===== src/rtl/ubt_pkg.sv =====
package ubt_pkg;

  // Transfer mode of one direction for the current system cycle.
  typedef enum logic [1:0] {
    XM_PASS    = 2'd0,
    XM_HOLD    = 2'd1,
    XM_EDGE    = 2'd2,
    XM_INHIBIT = 2'd3
  } xfer_mode_e;

  // The latch enable wins over everything. With it low, the clock enable
  // decides whether a detected port-clock rise may store.
  function automatic xfer_mode_e pick_mode(input logic le,
                                           input logic ce_n,
                                           input logic rise);
    if (le)        return XM_PASS;
    else if (ce_n) return XM_INHIBIT;
    else if (rise) return XM_EDGE;
    else           return XM_HOLD;
  endfunction

  // Modes that write the storage register.
  function automatic logic mode_loads(input xfer_mode_e m);
    return (m == XM_PASS) || (m == XM_EDGE);
  endfunction

  // Value presented on the pins: live input in pass mode, stored word otherwise.
  function automatic logic [63:0] pin_value(input logic le,
                                            input logic [63:0] live,
                                            input logic [63:0] stored);
    return le ? live : stored;
  endfunction

endpackage


===== src/rtl/ubt_edge_det.sv =====
module ubt_edge_det #(
  parameter logic IDLE_LEVEL = 1'b1
) (
  input  logic clk,
  input  logic rst_n,
  input  logic lvl,
  output logic rise
);

  logic prev_q;

  // Reset to high, so a clock that is already high at release is not a rise.
  always_ff @(posedge clk or negedge rst_n) begin
    if (!rst_n) prev_q <= IDLE_LEVEL;
    else        prev_q <= lvl;
  end

  assign rise = lvl & ~prev_q;

endmodule


===== src/rtl/ubt_store.sv =====
module ubt_store #(
  parameter int W = 17
) (
  input  logic         clk,
  input  logic         rst_n,
  input  logic         load,
  input  logic [W-1:0] din,
  output logic [W-1:0] q
);

  always_ff @(posedge clk or negedge rst_n) begin
    if (!rst_n)    q <= '0;
    else if (load) q <= din;
  end

endmodule


===== src/rtl/ubt_path_store.sv =====
module ubt_path_store
  import ubt_pkg::*;
#(
  parameter int W = 17
) (
  input  logic         clk,
  input  logic         rst_n,
  input  logic [W-1:0] din,
  input  logic         le,
  input  logic         pclk,
  input  logic         ce_n,
  output logic [W-1:0] q
);

  logic       pclk_rise;
  xfer_mode_e mode;
  logic       load;

  ubt_edge_det #(.IDLE_LEVEL(1'b1)) u_edge (
    .clk   (clk),
    .rst_n (rst_n),
    .lvl   (pclk),
    .rise  (pclk_rise)
  );

  always_comb begin
    mode = pick_mode(le, ce_n, pclk_rise);
    load = mode_loads(mode);
  end

  ubt_store #(.W(W)) u_store (
    .clk   (clk),
    .rst_n (rst_n),
    .load  (load),
    .din   (din),
    .q     (q)
  );

endmodule


===== src/rtl/ubt_channel.sv =====
module ubt_channel
  import ubt_pkg::*;
#(
  parameter int W = 17
) (
  input  logic         clk,
  input  logic         rst_n,
  input  logic [W-1:0] a_in,
  output logic [W-1:0] a_out,
  output logic [W-1:0] a_oe,
  input  logic [W-1:0] b_in,
  output logic [W-1:0] b_out,
  output logic [W-1:0] b_oe,
  input  logic         ab_oe_n,
  input  logic         ab_le,
  input  logic         ab_clk,
  input  logic         ab_ce_n,
  input  logic         ba_oe_n,
  input  logic         ba_le,
  input  logic         ba_clk,
  input  logic         ba_ce_n,
  output logic         clk_out,
  input  logic         clk_in,
  output logic         clk_to_a
);

  localparam int NDIR = 2;  // index 0: A to B, index 1: B to A

  logic [NDIR-1:0][W-1:0] src;
  logic [NDIR-1:0][W-1:0] stored;
  logic [NDIR-1:0][W-1:0] shown;
  logic [NDIR-1:0]        le_v;
  logic [NDIR-1:0]        pclk_v;
  logic [NDIR-1:0]        ce_n_v;
  logic [NDIR-1:0]        oe_n_v;
  logic [NDIR-1:0]        drive;

  logic [W-1:0] ab_q;
  logic [W-1:0] ba_q;

  assign src    = {b_in, a_in};
  assign le_v   = {ba_le, ab_le};
  assign pclk_v = {ba_clk, ab_clk};
  assign ce_n_v = {ba_ce_n, ab_ce_n};
  assign oe_n_v = {ba_oe_n, ab_oe_n};

  for (genvar d = 0; d < NDIR; d++) begin : g_dir
    logic [63:0] live_w;
    logic [63:0] stored_w;
    logic [63:0] mux_w;

    ubt_path_store #(.W(W)) u_path (
      .clk   (clk),
      .rst_n (rst_n),
      .din   (src[d]),
      .le    (le_v[d]),
      .pclk  (pclk_v[d]),
      .ce_n  (ce_n_v[d]),
      .q     (stored[d])
    );

    assign live_w   = 64'(src[d]);
    assign stored_w = 64'(stored[d]);
    assign mux_w    = pin_value(le_v[d], live_w, stored_w);
    assign shown[d] = mux_w[W-1:0];
    assign drive[d] = rst_n & ~oe_n_v[d];
  end

  assign ab_q  = stored[0];
  assign ba_q  = stored[1];

  assign b_out = shown[0];
  assign a_out = shown[1];
  assign b_oe  = {W{drive[0]}};
  assign a_oe  = {W{drive[1]}};

  // Clock repeaters
  assign clk_out  = ab_clk;
  assign clk_to_a = clk_in;

endmodule


===== config.mk =====
export PLATFORM = sky130hd
export DESIGN_NAME = ubt_channel
export DESIGN_NICKNAME = d
export VERILOG_FILES = /design/src/rtl/ubt_pkg.sv /design/src/rtl/ubt_edge_det.sv /design/src/rtl/ubt_store.sv /design/src/rtl/ubt_path_store.sv /design/src/rtl/ubt_channel.sv
export SDC_FILE = /design/constraint.sdc
export NUM_CORES = 1
export LEC_CHECK = 0
export BUFFER_PORTS_ARGS = -buffer_cell sky130_fd_sc_hd__buf_2
export CORE_MARGIN = 2
export CORE_UTILIZATION = 47
export DETAILED_ROUTE_END_ITERATION = 6
export PLACE_DENSITY_LB_ADDON = 0.08
export SLEW_MARGIN = 10
export SYNTH_ARGS = -nofsm -noshare
export SYNTH_HDL_FRONTEND = slang
export SYNTH_SLANG_ARGS = --single-unit

===== constraint.sdc =====
create_clock -name clk -period 1.8 [get_ports clk]
set_clock_uncertainty 0.15 [all_clocks]
set_input_delay 0.09 -clock clk [delete_from_list [all_inputs] [get_ports clk]]
set_output_delay 0.09 -clock clk [all_outputs]
set_load 0.1 [all_outputs]

# --- Word level (Yosys, flattened, before mapping) ---
# Index checks and enable logic that the tools add are counted.
word_totals:
  register_bits: 36
  latch_bits: 0
  ramBits: 0
  rom_bits: 0
  inputBits: 45
  out_inout_bits: 70
  word_cells: 26
  n_memories: 0
op_classes:
  add_sub_neg: 0
  multipliers: 0
  div_mod_pow: 0
  magnitude_cmp: 0
  eq_ne: 2
  n_shift: 0
  mux: 8
  bitwise_logic: 8
  n_reduce_logical: 4
ops:
  columns: ["op", "count"]
  rows:
  - ["$mux W17", 2]
  - ["$mux W2", 6]
  - ["$and A1 B1 Y1", 4]
  - ["$eq A2 B2 Y1 const B", 2]
  - ["$logic_not A2 Y1", 2]
  - ["$not A1 Y1", 4]
  - ["$logic_or A1 B1 Y1", 2]

# --- Logic depth before layout (Yosys ltp) ---
# Gate-level depths: netlist of the first run.
depth:
  word_depth: 7
  depth_mapped: 4
  ltp_nobuf: 2

# --- Hierarchy ---
# Synthesis of the first run repeated with hierarchy kept, for this count alone.
unflattened:
  hier_cells: 154
  hier_area_um2: 2262.2
modules_own_cells:
  columns: ["module", "instances", "cells_per_inst", "area_per_inst_um2"]
  rows:
  - ["ubt_store", 2, 36, 685.7]
  - ["ubt_channel", 1, 74, 788.3]
  - ["ubt_edge_det", 2, 2, 40.0]
  - ["ubt_path_store", 2, 2, 11.3]

# --- Worst setup path after synthesis of the first run ---
# No wires, ideal clock.
synth_path:
  kind: "input to output"
  from: "input port ba_oe_n"
  to: "output port a_oe[10]"
  t_arrival_ns: 2.494
  setup_slack_ns: -0.934
  path_stages: 2
  n_path_buf: 1
  path_cell_list: "nor2b_1 -> buf_4"
synth_via:
  elab_chain_cells: 2
synth_rtl:
  columns: ["item", "line_no", "rtl"]
  rows:
  - ["from (decl)", "ubt_channel.sv:18", "input logic ba_oe_n,"]
  - ["$not A1 Y1", "ubt_channel.sv:66", "assign drive[d] = rst_n & ~oe_n_v[d];"]
  - ["$and A1 B1 Y1", "ubt_channel.sv:66", null]
  - ["to (decl)", "ubt_channel.sv:10", "output logic [W-1:0] a_oe,"]
# Every way passes these cells.

# --- Worst setup path after layout of the first run ---
layout_path:
  from: "register g_dir[1].u_path.u_edge.prev_q"
  to: "register g_dir[1].u_path.u_store.q[14]"
layout_via:
  elab_chain_cells: 7
layout_rtl:
  columns: ["item", "line_no", "rtl"]
  rows:
  - ["from (decl)", "ubt_edge_det.sv:10", "logic prev_q;"]
  - ["from (signal assigned)", "ubt_edge_det.sv:15", "else prev_q <= lvl;"]
  - ["$not A1 Y1 *", "ubt_edge_det.sv:18", "assign rise = lvl & ~prev_q;"]
  - ["$and A1 B1 Y1 *", "ubt_edge_det.sv:18", null]
  - ["$mux W2 *", "ubt_pkg.sv:18", "else if (rise) return XM_EDGE;"]
  - ["$mux W2 *", "ubt_pkg.sv:17", "else if (ce_n) return XM_INHIBIT;"]
  - ["$mux W2 *", "ubt_pkg.sv:16", "if (le) return XM_PASS;"]
  - ["$eq A2 B2 Y1 or $logic_not A2 Y1 (tied branches)", "ubt_pkg.sv:24", "return (m == XM_PASS) || (m == XM_EDGE);"]
  - ["$logic_or A1 B1 Y1 *", "ubt_pkg.sv:24", null]
  - ["to (signal assigned)", "ubt_store.sv:13", "else if (load) q <= din;"]
  - ["to (decl)", "ubt_store.sv:8", "output logic [W-1:0] q"]
# Every way passes the cells marked *; elsewhere a longest branch is shown, timed or not.
# A chain may end at the register's enable or synchronous reset.

==> results of run 1 <==
-- through the flow --
stage | std cells | hold WS (ns) | util | setup WS (ns) | area (µm²)
floorplan | 258 | -0.356 | - | 0.369 | 2400
global placement | 394 | 0.0316 | 0.683 | 0.218 | 3290
detailed placement | 394 | 0.0316 | 0.683 | 0.162 | 3290
CTS | 439 | 0.0316 | 0.786 | 0.151 | 3790
global route | 439 | 0.0305 | 0.786 | 0.0272 | 3790
finish | 439 | 0.0308 | 0.786 | 0.103 | 3790
-- routing by layer --
layer / global-route usage / up-vias
met2: 0.375 / 95
met4: 0.0897 / 0
met1: 0.303 / 1022
met5: 0 / -
met3: 0.0897 / 14
li1: - / 1103
-- where the power goes --
group | total [µW] | internal [µW] | switching [µW]
Sequential | 926 | 892 | 34.1
Clock | 781 | 489 | 292
Combinational | 1550 | 414 | 1130
Total | 3250 | 1790 | 1460
-- logic make-up (layout without fill, tap and decap cells) --
logic type,after synthesis,in the layout,share of synthesized area
buffers and inverters,48,162,0.137
AOI/OAI and AO/OA,34,34,0.107
and+or+nand+nor,140,140,0.377
DFF,36,36,0.378
-- layout make-up --
class,instances,area [µm²]
timing repair buffer,154,1500
multi-input combinational,174,1170
fill,340,1030
sequential,36,903
clock buffer,7,96.3
tap,67,83.8
clock inverter,1,30.0
-- synth_stat cells --
cell / instances / area share
nand4bb_1: 31 / 0.15
dfrtp_1: 34 / 0.36
buf_4: 34 / 0.11
clkbuf_1: 8 / 0.013
nor2b_1: 2 / 0.0052
buf_6: 2 / 0.0094
nand2b_1: 34 / 0.089
nor3b_4: 2 / 0.016
dfstp_2: 2 / 0.022
buf_2: 4 / 0.0084
o211ai_1: 34 / 0.11
or4bb_1: 3 / 0.014
nand2_1: 68 / 0.11
-- how the worst max path moves through the flow --
stage,to,slack [ns],from
finish,g_dir[1].u_path.u_store.q[14],0.10,g_dir[1].u_path.u_edge.prev_q
detailed placement,g_dir[1].u_path.u_store.q[14],0.16,g_dir[1].u_path.u_edge.prev_q
global placement,g_dir[1].u_path.u_store.q[13],0.22,g_dir[1].u_path.u_edge.prev_q
floorplan,a_oe[10],0.37,rst_n
global route,g_dir[1].u_path.u_store.q[14],0.03,g_dir[1].u_path.u_edge.prev_q
CTS,g_dir[1].u_path.u_store.q[14],0.15,g_dir[1].u_path.u_edge.prev_q
-- flip-flops by register name, summed over array words and instances, names as in the netlist --
name,flops
g_dir.u_path.u_store.q,34
g_dir.u_path.u_edge.prev_q,2
-- cells in the final DEF (no fill, tap or decap) --
master	count
o211ai_1	34
dfrtp_1	34
buf_12	36
buf_4	3
bufinv_16	1
nand2_1	68
nand2b_1	34
nand4bb_1	31
or4bb_1	3
dlygate4sd3_1	37
dfstp_2	2
clkbuf_8	7
nor2b_4	2
nor3b_4	2
buf_2	78
==> results.md, run 1 <==
- Status: completed
- Postcts setup bufs: 0
- Seq/Total Area, Yosys: 0.378
- Skew-Pair Late Insertion Delay: approximately 0.29 ns
- Seq cells post-synth: 36
- Total CTS buffers: 5
- Reg2reg setup slack: roughly 0.10 ns
- Setup TNS: 0 ns
- Worst path max stage delay: around 0.70 ns
- H-tree depth: 2
- Die area: 5670 µm²
- Worst-Margin Slew: between 0.7 and 0.8 ns
- P per Cell Area: 859 nW/µm²
- Via count: around 2200
- Synthesized area: roughly 2400 µm²
- Max-slew violations: 0
- TritonCTS Sinks: 36
- HP Class: in2out
- Std cell rows: 25
- Crit path time final: between 1.5 and 2 ns
- Hold Vio Cnt, Final: 0
- Drt first pass iters: 4
- Crit path max fanout: 18
- Hpwl dp: ~4100 µm
- Worst hold path cell count: 0
- Largest delay share family, worst path: simple AND/OR/NAND/NOR gates
- Syn nets: roughly 300
- Cell Chain, Critical Path: nor3b_4, o211ai_1
- CP startpoint kind: register
- Total core area: about 4800 µm²
- GRT overflow: 0
- RSZ-0062 raised after global routing: false
- CTS tree: done
- DRC: 0
- Routed length on met3: around 560 µm
- Synth cell types: 13
- Vias in the first global route: approximately 2300
- First-pass GRT wire length: approximately 10000 µm
- Crit path depth: 2
- Maximum vdd ir drop: around 410 µV
- CTS Root Cell: clkbuf_8
- RR Startpoint: g_dir[1].u_path.u_edge.prev_q
- Post-Synthesis Cells: about 260
- Largest net degree at the start of global routing: 37
- Reg2reg end: g_dir[1].u_path.u_store.q[14]
- Synth Warn #: 0
- Fmax: around 0.59 GHz
- Metal2 WL: between 3000 and 4000 µm
- Setup violators final: 0
- Gpl congestion: ~0.75
- Nets: roughly 420
- Min-delay src: clk_in
- DRT met1 WL: between 2000 and 3000 µm
- Area grow syn2layout: 58.7%
- Port bufs: around 110
- Max_slew headroom: 0.476
- Max-cap violation count: 0
- Worst path bufs/invs: 0
- Via density: approximately 5.1
- Post-Syn Area per Cell: 9.25 µm²
- Required time worst endpoint: between 1.5 and 2 ns
- Top routing layer in use: met4
- Initial DRC count: ~130
- Final worst-path cycle share: 0.943
- Worst reg-to-reg path cell count: 2
- GRT Total Usage: 0.240
- Die width: ~75 µm
- # IOs: between 100 and 150
- Clk slew on worst S/H paths: about 0.07 ns
- Max Root-Sink Buffers: 2
- PnR Total Power: 3250 µW
- Hold Path End: clk_to_a
- Post-cts resize count: 0
- LEAKAGE: 0.00176 µW
- Routed Antenna Nets: 0
- Initial antenna violation count: 0
- Wire per inst: 14.6 µm
- Die height: 75.3 µm
- Critical Path AT: 1.68 ns
- WL final: between 6000 and 7000 µm
- Fraction of layout cells with a size suffix above 1: 0.352
- CTS Hold Buffers Added: 37
- ANT cells: 0
- Worst Setup End Kind: register
- Initial core utilization: 0.496
- WS Path Type: reg2reg
- Critical path's slowest cell: nor3b_4
Power figures use the tool's default switching activity.
==> inputs of run 2 (changes only) <==
--- a/config.mk
+++ b/config.mk
@@ -7,7 +7,8 @@
 export LEC_CHECK = 0
 export BUFFER_PORTS_ARGS = -buffer_cell sky130_fd_sc_hd__buf_2
 export CORE_MARGIN = 2
-export CORE_UTILIZATION = 47
+export CORE_UTILIZATION = 48
+export CTS_BUF_LIST = sky130_fd_sc_hd__clkbuf_4 sky130_fd_sc_hd__clkbuf_8
 export DETAILED_ROUTE_END_ITERATION = 6
 export PLACE_DENSITY_LB_ADDON = 0.08
 export SLEW_MARGIN = 10
==> run 2 against run 1 <==
Effect of this change: via count is 3.3% higher; critical path type is now in2out; largest power group unchanged; combinational power hardly changed; highest routed layer unchanged; final cell count stayed put; critical path depth is 3 higher; fmax is 3.0% higher; sequential power hardly changed; register-to-register slack better by 0.07 ns.
==> results.md, run 2 (synthesized netlist as in run 1, its figures left out) <==
- Via density: 5.26 (+3.3%)
- Skew-Pair Late Insertion Delay: 0.28 ns (about the same)
- Via count: 2308 (+3.3%)
- Largest net degree at the start of global routing: 37 (unchanged)
- H-tree depth: 2 (unchanged)
- Max Root-Sink Buffers: 2 (unchanged)
- DRC: 0 (unchanged)
- Status: completed
- GRT overflow: 0 (unchanged)
- Setup TNS: 0 ns (unchanged)
- Initial DRC count: 171 (+30%)
- Filler Cells Inserted: 328 (-3.5%)
- Worst path bufs/invs: 4 (+4)
- WL final: 6550 µm (+1.9%)
- Commonest cells after routing, fill and taps aside: buf_2, nand2_1, dlygate4sd3_1
- Design area: 3760 µm² (-0.76%)
- LEAKAGE: 0.00175 µW (-0.69%)
- First-pass GRT wire length: 10300 µm (-0.86%)
- Met2 Track Usage GR: 0.390 (+0.0151)
- Vias in the first global route: 2303 (+1.3%)
- Routed Antenna Nets: 0 (unchanged)
- WS Path Type: in2out
- Total core area: 4750 µm² (-1.3%)
- Setup violators final: 0 (unchanged)
- Hpwl dp: 4390 µm (+7.7%)
- Drt first pass iters: 4 (unchanged)
- CP most frequent cell: buf_12
- Nets: 416 (unchanged)
- Met1 GRT Util: 0.289 (-0.0139)
- Routing usage on met3: 0.0827 (-0.00704)
- Die area: 5550 µm² (-2.0%)
- CTS tree: done
- Critical Path AT: 1.41 ns (-0.27 ns)
- ANT cells: 0 (unchanged)
- Max-cap violation count: 0 (unchanged)
- Worst path max stage delay: 0.52 ns (-0.18 ns)
- Post-cts resize count: 0 (unchanged)
- # IOs: 115 (unchanged)
- Maximum vdd ir drop: 436 µV (+6.1%)
- Crit path time final: 1.65 ns (-0.0497 ns)
- Fraction of layout cells with a size suffix above 1: 0.352 (unchanged)
- P per Cell Area: 824 nW/µm² (-4.1%)
- Worst-Margin Slew: 0.762 ns (-0.0225 ns)
- Std cell rows: 25 (unchanged)
- Total CTS buffers: 5 (unchanged)
- Initial antenna violation count: 0 (unchanged)
- TritonCTS Sinks: 36 (unchanged)
- Largest delay share family, worst path: buffers and inverters
- Port bufs: 112 (unchanged)
- CP startpoint kind: input pin
- CTS Hold Buffers Added: 37 (unchanged)
- CTS Root Cell: clkbuf_8
- Wire per inst: 14.9 µm (+1.9%)
- Area grow syn2layout: 57.5%
- Crit path max fanout: 17 (-1)
- HP Class: in2out
- Final worst-path cycle share: 0.915 (-0.0276)
- Worst Setup End Kind: primary output
- Largest regs: g_dir.u_path.u_store.q: 34 flops, g_dir.u_path.u_edge.prev_q: 2 flops
- Top reg by flops: g_dir.u_path.u_store.q
- Top Usage Layer GRT: met2
- Die width: 74.5 µm (-0.99%)
- Gpl congestion: 0.807 (+7.6%)
- Placed cell areas: 3290 µm² (unchanged)
- RSZ-0062 raised after global routing: false
- GRT Total Usage: 0.241 (+0.00162)
- Max-slew violations: 0 (unchanged)
- Fmax: 0.607 GHz (+3.0%)
- Commonest non-fill, non-tap cell in the layout: buf_2
- Die height: 74.5 µm (-0.99%)
- Max_slew headroom: 0.491 (+0.0150)
- Hold Vio Cnt, Final: 0 (unchanged)
- Critical path's slowest cell: dlygate4sd3_1
- Max FFs per register: 34 (unchanged)
- Required time worst endpoint: 1.56 ns (-0.22 ns)
- Postcts setup bufs: 0 (unchanged)
- Cell Chain, Critical Path: dlygate4sd3_1, buf_2, nor2b_4, buf_12, buf_12
- Initial core utilization: 0.502 (+0.00652)
-- run 2: changes by cell type in the layout (fill, tap and decap cells not counted) --
cell | previous run | this run
bufinv_16 | 1 | 0
clkbuf_8 | 7 | 6
clkbuf_4 | 0 | 2
-- run 2: worst paths after layout --
path	startpoint	end	slack (ns)	cells after the start
worst max-delay path	rst_n	b_oe[7]	0.15	5
worst min-delay path	clk_in	clk_to_a	0.03	0
worst max register to register	g_dir[1].u_path.u_edge.prev_q	g_dir[1].u_path.u_store.q[14]	0.17	2
worst min register to register	g_dir[1].u_path.u_store.q[10]	g_dir[1].u_path.u_store.q[10]	0.42	2
max in group asynchronous	rst_n	g_dir[0].u_path.u_edge.prev_q	0.83	3
min in group asynchronous	rst_n	g_dir[1].u_path.u_store.q[12]	0.32	3
-- run 2: metal layers --
metal | wire, µm | part of all wire
met5 | 0 | 0
met4 | 165 | 0.025
met3 | 505 | 0.077
met2 | 3280 | 0.50
met1 | 2600 | 0.40
-- run 2: cell type report --
type / instances / area, µm² / share of cell area
timing repair buffer: 154 / 1500 / 0.400
tap: 67 / 83.8 / 0.0223
sequential: 36 / 903 / 0.240
multi-input combinational: 174 / 1170 / 0.311
clock buffer: 8 / 97.6 / 0.0260
-- run 2: where the power goes --
part	switching (µW)	total, µW	internal [µW]
registers	33.4	926	893
clock network	278	621	342
logic	1140	1550	414
total	1450	3100	1650
-- run 2: metrics by stage --
step                      setup WS, ns  std cells  power [µW]  hold slack (ns)   util
after floorplan                  0.369        258        2090           -0.356      -
after global placement           0.245        394        2410           0.0316  0.692
after detailed placement         0.185        394        2430           0.0316  0.692
after CTS                        0.153        439        3110           0.0316  0.791
after global routing            0.0809        439        3210           0.0305  0.791
final                            0.153        439        3100           0.0308  0.791
